<file path="src/rtl/udiv_pkg.sv">
package udiv_pkg;
  typedef enum logic {ST_IDLE = 1'b0, ST_RUN = 1'b1} seq_state_e;
  localparam int MICRO_BASE  = 38;
  localparam int OVF_CLOCKS  = 10;
  localparam int REPORT_ADJ  = 4;
endpackage

</file>
<file path="src/rtl/udiv_quot_unit.sv">
module udiv_quot_unit #(
  parameter int DVS_W = 16
) (
  input  logic               clk,
  input  logic               rst,
  input  logic               load,
  input  logic [2*DVS_W-1:0] dvd,
  input  logic [DVS_W-1:0]   dvs,
  output logic [DVS_W-1:0]   quo,
  output logic [DVS_W-1:0]   rem
);
  localparam int DVD_W = 2 * DVS_W;
  localparam int CW    = $clog2(DVS_W + 1);

  logic [DVS_W-1:0] part_r, low_bits, dv_r, q_r;
  logic [CW-1:0]    steps_left;
  logic [DVS_W:0]   trial;
  logic             take;

  always_comb begin
    trial = {part_r, low_bits[DVS_W-1]};
    take  = (trial >= {1'b0, dv_r});
  end

  always_ff @(posedge clk) begin
    if (rst) begin
      part_r     <= '0;
      low_bits   <= '0;
      dv_r       <= '0;
      q_r        <= '0;
      steps_left <= '0;
    end else if (load) begin
      part_r     <= dvd[DVD_W-1:DVS_W];
      low_bits   <= dvd[DVS_W-1:0];
      dv_r       <= dvs;
      q_r        <= '0;
      steps_left <= CW'(DVS_W);
    end else if (steps_left != '0) begin
      if (take) part_r <= DVS_W'(trial - {1'b0, dv_r});
      else      part_r <= trial[DVS_W-1:0];
      q_r        <= {q_r[DVS_W-2:0], take};
      low_bits   <= {low_bits[DVS_W-2:0], 1'b0};
      steps_left <= steps_left - CW'(1);
    end
  end

  assign quo = q_r;
  assign rem = part_r;

  // the partial remainder stays below the divisor while iterating
  a_r3_partial_rem: assert property (@(posedge clk) disable iff (rst)
    (steps_left != '0) |-> (part_r < dv_r));
endmodule

</file>
<file path="src/rtl/udiv_cost_model.sv">
module udiv_cost_model import udiv_pkg::*; #(
  parameter int DVS_W = 16,
  parameter int CNT_W = 8
) (
  input  logic               clk,
  input  logic               rst,
  input  logic               load,
  input  logic [2*DVS_W-1:0] dvd,
  input  logic [DVS_W-1:0]   dvs,
  output logic [CNT_W-1:0]   micro,
  output logic               settled
);
  localparam int DVD_W = 2 * DVS_W;
  localparam int ITER  = DVS_W - 1;
  localparam int IW    = $clog2(ITER + 1);
  localparam int MAX_M = MICRO_BASE + 2 * ITER;

  logic [DVD_W-1:0] work, aligned, shifted;
  logic [IW-1:0]    left;

  always_comb shifted = work << 1;

  always_ff @(posedge clk) begin
    if (rst) begin
      work    <= '0;
      aligned <= '0;
      micro   <= '0;
      left    <= '0;
      settled <= 1'b0;
    end else if (load) begin
      work    <= dvd;
      aligned <= {dvs, {DVS_W{1'b0}}};
      micro   <= CNT_W'(MICRO_BASE);
      left    <= IW'(ITER);
      settled <= 1'b0;
    end else if (left != '0) begin
      if (work[DVD_W-1]) begin
        work <= shifted - aligned;
      end else if (shifted >= aligned) begin
        work  <= shifted - aligned;
        micro <= micro + CNT_W'(1);
      end else begin
        work  <= shifted;
        micro <= micro + CNT_W'(2);
      end
      left <= left - IW'(1);
      if (left == IW'(1)) settled <= 1'b1;
    end
  end

  // each model step adds 0, 1 or 2 micro-cycles
  a_r4_step_cost: assert property (@(posedge clk) disable iff (rst)
    (left != '0 && !load) |=> (micro >= $past(micro) && micro <= $past(micro) + CNT_W'(2)));
  // a settled total lies within the base and the worst case
  a_r5_micro_bounds: assert property (@(posedge clk) disable iff (rst)
    settled |-> (micro >= CNT_W'(MICRO_BASE) && micro <= CNT_W'(MAX_M)));
endmodule

</file>
<file path="src/rtl/udiv32_timed.sv">
module udiv32_timed import udiv_pkg::*; #(
  parameter int DVS_W = 16,
  parameter int CNT_W = 8
) (
  input  logic                 clk,
  input  logic                 rst,
  input  logic                 start,
  input  logic [2*DVS_W-1:0]   dividend,
  input  logic [DVS_W-1:0]     divisor,
  output logic [DVS_W-1:0]     quotient,
  output logic [DVS_W-1:0]     remainder,
  output logic [2*DVS_W-1:0]   result,
  output logic                 div_zero,
  output logic                 overflow,
  output logic                 done,
  output logic [CNT_W-1:0]     cycle_count
);
  localparam int DVD_W = 2 * DVS_W;

  seq_state_e       state;
  logic [CNT_W-1:0] elapsed, target, micro;
  logic [DVS_W-1:0] core_q, core_r;
  logic             ovf_path, settled, accept, is_zero, is_ovf, load_core, finish;

  always_comb begin
    accept    = start && (state == ST_IDLE);
    is_zero   = (divisor == '0);
    is_ovf    = (dividend[DVD_W-1:DVS_W] >= divisor);
    load_core = accept && !is_zero && !is_ovf;
    target    = ovf_path ? CNT_W'(OVF_CLOCKS) : CNT_W'({micro, 1'b0});
    finish    = (state == ST_RUN) && (ovf_path || settled) &&
                (elapsed == target - CNT_W'(1));
  end

  udiv_quot_unit #(.DVS_W(DVS_W)) u_quot (
    .clk(clk), .rst(rst), .load(load_core), .dvd(dividend), .dvs(divisor),
    .quo(core_q), .rem(core_r)
  );

  udiv_cost_model #(.DVS_W(DVS_W), .CNT_W(CNT_W)) u_cost (
    .clk(clk), .rst(rst), .load(load_core), .dvd(dividend), .dvs(divisor),
    .micro(micro), .settled(settled)
  );

  always_ff @(posedge clk) begin
    if (rst) begin
      state       <= ST_IDLE;
      elapsed     <= '0;
      ovf_path    <= 1'b0;
      quotient    <= '0;
      remainder   <= '0;
      div_zero    <= 1'b0;
      overflow    <= 1'b0;
      done        <= 1'b0;
      cycle_count <= '0;
    end else begin
      done <= 1'b0;
      case (state)
        ST_IDLE: begin
          if (accept) begin
            if (is_zero) begin
              done        <= 1'b1;
              div_zero    <= 1'b1;
              overflow    <= 1'b0;
              cycle_count <= '0;
            end else begin
              state    <= ST_RUN;
              elapsed  <= CNT_W'(1);
              ovf_path <= is_ovf;
            end
          end
        end
        ST_RUN: begin
          elapsed <= elapsed + CNT_W'(1);
          if (finish) begin
            state       <= ST_IDLE;
            done        <= 1'b1;
            div_zero    <= 1'b0;
            overflow    <= ovf_path;
            cycle_count <= target - CNT_W'(REPORT_ADJ);
            if (!ovf_path) begin
              quotient  <= core_q;
              remainder <= core_r;
            end
          end
        end
        default: state <= ST_IDLE;
      endcase
    end
  end

  assign result = {remainder, quotient};

  // completion strobe lasts one cycle
  a_r6_done_pulse: assert property (@(posedge clk) disable iff (rst)
    done |=> !done);
  // flags move only together with done
  a_r6_flags_on_done: assert property (@(posedge clk) disable iff (rst)
    !done |-> ($stable(div_zero) && $stable(overflow)));
  // zero divisor completes in the next cycle
  a_r1_zero_fast: assert property (@(posedge clk) disable iff (rst)
    (start && state == ST_IDLE && divisor == '0) |=> (done && div_zero));
  // overflow leaves the results untouched
  a_r2_ovf_hold: assert property (@(posedge clk) disable iff (rst)
    (done && overflow) |-> ($stable(quotient) && $stable(remainder)));
  // reported cost of a timed division is within its range
  a_r5_count_range: assert property (@(posedge clk) disable iff (rst)
    (done && !overflow && !div_zero) |-> (cycle_count >= CNT_W'(72) && cycle_count <= CNT_W'(132)));
  // the chosen path is frozen while running
  a_r7_no_reload: assert property (@(posedge clk) disable iff (rst)
    (state == ST_RUN && !finish) |=> (state == ST_RUN && ovf_path == $past(ovf_path)));
endmodule

</file>
<file path="config.mk">
export PLATFORM = sky130hd
export DESIGN_NAME = udiv32_timed
export DESIGN_NICKNAME = d
export VERILOG_FILES = /design/src/rtl/udiv_pkg.sv /design/src/rtl/udiv_quot_unit.sv /design/src/rtl/udiv_cost_model.sv /design/src/rtl/udiv32_timed.sv
export SDC_FILE = /design/constraint.sdc
export NUM_CORES = 1
export LEC_CHECK = 0
export BUFFER_PORTS_ARGS = -buffer_cell sky130_fd_sc_hd__buf_2
export CORE_UTILIZATION = 35
export DETAILED_ROUTE_END_ITERATION = 12
export HOLD_SLACK_MARGIN = 0.12
export PLACE_DENSITY = 0.65
export SLEW_MARGIN = 20
export SYNTH_ARGS = -nofsm -noshare
export SYNTH_HDL_FRONTEND = slang
export SYNTH_HIERARCHICAL = 1
export SYNTH_SLANG_ARGS = --single-unit
</file>
<file path="constraint.sdc">
create_clock -name clk -period 5.7 [get_ports clk]
set_clock_uncertainty 0.05 [all_clocks]
set_input_delay 1.14 -clock clk [delete_from_list [all_inputs] [get_ports clk]]
set_output_delay 1.14 -clock clk [all_outputs]
set_load 0.1 [all_outputs]
</file>
==> metrics, run 1 <==
status complete, no violations; # DRC 0; Pre-antenna DRT Iters 10; area grow syn2layout 12.3%; post-cts repair resize count 0; largest net degree at the start of global routing 96; setup TNS 0 ns; Synth Area per Inst roughly 8 sq um; Worst EP arrival approximately 4.5 ns; Critical Path Start divisor[4]; r2r endpoint remainder[8]$_SDFFE_PP0P_; VDD IR max approximately 0.20 mV; Pwr Total 0.00544 W; commonest non-fill, non-tap cell in the layout dfxtp_1; Routed WL between 20 and 30 mm; Clock Path Buffers 2; clock sink count 181; hold path cells 2; Final #Nets ~1500; CP Launch Type input port; Mapped Area 10500 sq um; Overflow after GRT 0; total CTS buffers 17; Crit Path Class input port to register; end of the worst hold path cycle_count[3]$_SDFFE_PP0P_; # setup viols final 0; Clock Latency Late Sink between 0.4 and 0.5 ns; Detail Placement HPWL approximately 20 mm; filler instances 3003; crit path capture type register; remaining antenna violation count 0; Vias per Instance ~5.3; Ys Warns 6; # diodes 0; worst slew pin tran between 0.8 and 0.9 ns; die area 30600 sq um; CTS tree built; H-tree Lvls 4; DIE WIDTH approximately 170 um; worst r2r src ovf_path$_SDFFE_PP0P_; minimum clock period roughly 4.1 ns; Core Region ~29000 sq um; Die Y 175 um; Slew Limit Fails 0; Vias about 9300; Initial DRC Count about 800; RSZ-0062 raised after global routing false; leakage approximately 4.8 nW; Hold Fails Final Rpt 0; Core Util, Final 0.404; Slew headroom 0.414; cells after synthesis between 1000 and 1500; Hold Buf Count CTS 0; GPL Wtd Cong about 0.9; setup ws final around 1.6 ns; fraction of layout cells with a size suffix above 1 0.145; CTS root buffer clkbuf_16; most frequent cells in the layout 181 x dfxtp_1, 168 x nor2_1, 162 x nand2_1; wire per inst roughly 16 um; Clk pin slew, worst setup/hold paths approximately 0.080 ns; maxcap violations 0; power density over the cells roughly 460 nW/um^2; R2R cell count 9; Hold Startpoint cycle_count[3]$_SDFFE_PP0P_; HP Class register to register; postcts setup bufs 0; GRT Total Usage 0.183; fin crit share 0.723; reg2reg setup slack roughly 2.3 ns; first-pass GRT wire length roughly 45 mm; IO buf count between 100 and 150; Place WS approximately 1.2 ns; Required @ worst endpoint about 6.0 ns; Rows 62; syn_nets approximately 1400; fmax 243 MHz; CP max FO 95; initial antenna violation count 2; Initial Util 0.360; vias in the first global route 8646; boundary pin count roughly 130
==> critical path, stage by stage <==
cell and delay (ns):
buf_2 0.11, inv_1 0.04, ha_1 0.28, a21oi_1 0.15, nor2b_1 0.06, a2111oi_0 0.39, o21ai_0 0.26, a211oi_4 0.34
buf_12 0.40, buf_4 0.69, a21oi_1 0.15, o32ai_1 0.18, a31o_2 0.15
==> routing by layer <==
metal | part of all wire | vias to the layer above | global-route usage
li1 | - | 4639 | -
met1 | 0.47 | 4346 | 0.250
met2 | 0.45 | 271 | 0.289
met3 | 0.057 | 45 | 0.0368
met4 | 0.019 | 4 | 0.0547
met5 | 0.0011 | - | 0
==> worst max-delay path by stage <==
stage | to | slack, ns | cells after the start
finish | u_cost/work[21]$_SDFFE_PP0P_ | 1.58 | 13
global route | u_cost/work[21]$_SDFFE_PP0P_ | 1.34 | 13
CTS | u_cost/work[21]$_SDFFE_PP0P_ | 1.68 | 13
detailed placement | u_cost/work[21]$_SDFFE_PP0P_ | 1.21 | 13
global placement | u_cost/work[21]$_SDFFE_PP0P_ | 1.37 | 12
floorplan | u_cost/aligned[19]$_SDFFE_PP0P_ | 1.78 | 12
==> power by group <==
part / leakage, nW / switching, W / total [W] / internal (W)
Clock: 0.297 / 0.000605 / 0.00121 / 0.000600
Combinational: 3.01 / 0.00161 / 0.00262 / 0.00101
Sequential: 1.48 / 0.000185 / 0.00161 / 0.00143
Total: 4.78 / 0.00240 / 0.00544 / 0.00304
==> cell type report <==
cell class	count	area, sq um	area share
Sequential cell	181	3620	0.308
Multi-Input combinational cell	953	6040	0.513
Clock buffer	17	425	0.0362
Clock inverter	15	203	0.0172
Timing Repair Buffer	136	726	0.0617
Inverter	71	267	0.0227
Tap cell	384	480	0.0408
==> metrics by stage <==
stage	hold slack [ns]	cell area [sq um]	cells
2_1_floorplan	0.382	10500	1310
6_report	0.410	11800	1757
4_1_cts	0.409	11800	1757
5_1_grt	0.422	11800	1757
3_5_place_dp	0.398	11100	1725
3_3_place_gp	0.389	11100	1725
==> flip-flops by register name, summed over array words and instances (netlist names), 4 cells and up <==
| name | count |
|---|---|
| quotient | 16 |
| elapsed | 8 |
| u_quot/quo | 16 |
| u_cost/micro | 7 |
| u_cost/left | 4 |
| u_cost/work | 32 |
| u_quot/low_bits | 16 |
| cycle_count | 7 |
| u_quot/rem | 16 |
| u_quot/dv_r | 16 |
| u_cost/aligned | 16 |
| remainder | 16 |
| u_quot/steps_left | 5 |
No activity file was read; power rests on OpenSTA's default activity.
==> run 2, diff against run 1 <==
Settings changed: ABC_AREA from default to 1, PLACE_DENSITY 0.65 to 0.64.
Clock period 5.7 ns to 3.8 ns, I/O delays scaled along.
==> metrics, run 2 <==
status complete, no violations (unchanged); Seq. cell area 3620 sq um (unchanged); CP Launch Type input port (unchanged); minimum clock period ~3.2 ns; Vias 11016 (was 9305); Die Y 183 um (was 175 um); Slowest-stage cell, CP nor2_2 (was buf_4); postcts setup bufs 0 (unchanged); most frequent cells in the layout 434 x nand2_1, 311 x inv_1, 181 x dfxtp_1 (was 181 x dfxtp_1, 168 x nor2_1, 162 x nand2_1); filler instances 3445 (was 3003); Clock Latency Late Sink 0.44 ns (about the same); boundary pin count 126 (unchanged); RSZ-0062 raised after global routing false (unchanged); Clk pwr share 0.200 (was 0.221); CTS tree built (unchanged); Core Region 32500 sq um (was 29100 sq um); most used cell, CP inv_1 (was a21oi_1); hold_ws 0.416 ns (was 0.410 ns); # setup viols final 0 (unchanged); Hold Fails Final Rpt 0 (unchanged); area of the multi-input gates 6090 sq um (was 6040 sq um); worst r2r src ovf_path$_SDFFE_PP0P_ (unchanged); Initial DRC Count 925 (was 802); wire per inst 14.0 um (was 15.9 um); post-cts repair resize count 0 (unchanged); Clk pin slew, worst setup/hold paths 0.08 ns (about the same); syn_nets 1889 (was 1420); VDD IR max 0.416 mV (was 0.204 mV); largest net degree at the start of global routing 57 (was 96); family with the most delay on the worst path simple AND/OR/NAND/NOR gates (was compound AO/OA/AOI/OAI gates); leakage 6.13 nW (was 4.78 nW); first-pass GRT wire length 52.9 mm (was 45.2 mm); Ys Warns 6 (unchanged); vias in the first global route 10267 (was 8646); Hold Buf Count CTS 0 (unchanged); remaining antenna violation count 0 (unchanged); Max stage delay on crit path 0.40 ns (was 0.69 ns); fraction of layout cells with a size suffix above 1 0.138 (was 0.145); cells after synthesis 1779 (was 1310); crit-path cells buf_2, inv_1, ha_1, nand2_1, inv_1, nand3_1, nor3_1, nand2_1, nand3_1, nor2_4, buf_4, nor2_2, inv_2, o21ai_0, inv_1, a21oi_2 (was buf_2, inv_1, ha_1, a21oi_1, nor2b_1, a2111oi_0, o21ai_0, a211oi_4, buf_12, buf_4, a21oi_1, o32ai_1, a31o_2); clock sink count 181 (unchanged); crit path capture type register (unchanged); Sw Share 0.482 (was 0.441); fin crit share 0.833; switching pwr 0.00448 W (was 0.00240 W); Pre-antenna DRT Iters 6 (was 10); HP Class register to register (unchanged); # DRC 0 (unchanged); Clock Path Buffers 2 (unchanged); Critical Path Start divisor[15] (was divisor[4]); area grow syn2layout 11.8% (was 12.3%); Required @ worst endpoint 4.12 ns (was 6.04 ns); setup TNS 0 ns (unchanged); GPL Wtd Cong 0.910 (was 0.881); Rows 66 (was 62); Initial Util 0.355 (was 0.360); Pint 0.00481 W (was 0.00304 W); power density over the cells 722 nW/um^2 (was 463 nW/um^2); die area 33600 sq um (was 30600 sq um); CP max FO 39 (was 95); Buf/Inv on CP 6 (was 4); Slew headroom 0.317 (was 0.414); Routed WL 32.2 mm (was 27.9 mm); IO buf count 124 (unchanged); CTS root buffer clkbuf_16 (unchanged); Hold Startpoint u_cost/aligned[19]$_SDFFE_PP0P_ (was cycle_count[3]$_SDFFE_PP0P_); max FFs per register 32 (unchanged); Final #Nets 1950 (was 1470); maxcap violations 0 (unchanged); initial antenna violation count 1 (was 2); H-tree Lvls 4 (unchanged); Worst EP arrival 3.49 ns (was 4.46 ns); sequential power share 0.272 (was 0.296); GRT Total Usage 0.196 (was 0.183); worst slew pin tran 1.02 ns (was 0.880 ns); Vias per Instance 4.80 (was 5.30); Crit Path Class input port to register (unchanged); most flop-heavy register u_cost/work (unchanged); commonest non-fill, non-tap cell in the layout nand2_1 (was dfxtp_1); Combinational Power Share 0.528 (was 0.482); fmax roughly 320 MHz; # diodes 0 (unchanged); Slew Limit Fails 0 (unchanged); Overflow after GRT 0 (unchanged); Mapped Area 11500 sq um (was 10500 sq um); Detail Placement HPWL 24.3 mm (was 20.0 mm); Synth Area per Inst 6.47 sq um (was 7.99 sq um); DIE WIDTH 183 um (was 175 um); total CTS buffers 17 (unchanged)
run 2: final timing paths:
check | to | cells after the start | slack [ns]
worst max register to register | remainder[12]$_SDFFE_PP0P_ | 14 | 0.88
worst min-delay path | u_cost/aligned[19]$_SDFFE_PP0P_ | 2 | 0.42
worst max-delay path | u_cost/work[29]$_SDFFE_PP0P_ | 16 | 0.63
worst min register to register | u_cost/aligned[19]$_SDFFE_PP0P_ | 2 | 0.42
run 2: worst register-to-register path, cell delays in order, from the launching register on:
cell and delay [ns]:
dfxtp_1 0.42, inv_2 0.11, buf_4 0.43, nand2_1 0.24
nand2_1 0.10, nand2_1 0.10, inv_1 0.09, nand2_1 0.05
nand2_1 0.06, nand2_1 0.06, inv_2 0.39, nand3_4 0.43
nand2_1 0.18, inv_1 0.05, nor2_1 0.08
run 2: area by class of cell:
cell class	count	share of cell area
sequential	181	0.281
clock inverter	14	0.0137
timing repair buffer	141	0.0581
tap	442	0.0430
clock buffer	18	0.0341
multi-input combinational	1168	0.473
inverter	331	0.0967
run 2: metal layers:
layer  wire length (um)  up-vias  GRT usage
li1                   -     5717          -
met1              15400     4936      0.262
met2              14600      322      0.319
met3               1630       39     0.0349
met4                667        2     0.0593
met5                 10        -          0
run 2: power by group through the flow:
stage | Combinational, W | Sequential, W | Clock (W)
finish | 0.00490 | 0.00253 | 0.00186
global route | 0.00551 | 0.00257 | 0.00199
CTS | 0.00486 | 0.00253 | 0.00192
detailed placement | 0.00483 | 0.00257 | 0
global placement | 0.00477 | 0.00256 | 0
floorplan | 0.00384 | 0.00247 | 0
run 2: through the flow:
stage	power, W	instances	util	worst slack (ns)	cell area [sq um]
after floorplan	0.00632	1779	-	1.07	11500
after global placement	0.00734	2263	0.378	0.231	12300
after detailed placement	0.00740	2263	0.378	0.195	12300
after CTS	0.00930	2295	0.397	0.650	12900
after global routing	0.0101	2295	0.397	0.424	12900
final	0.00929	2295	0.397	0.635	12900
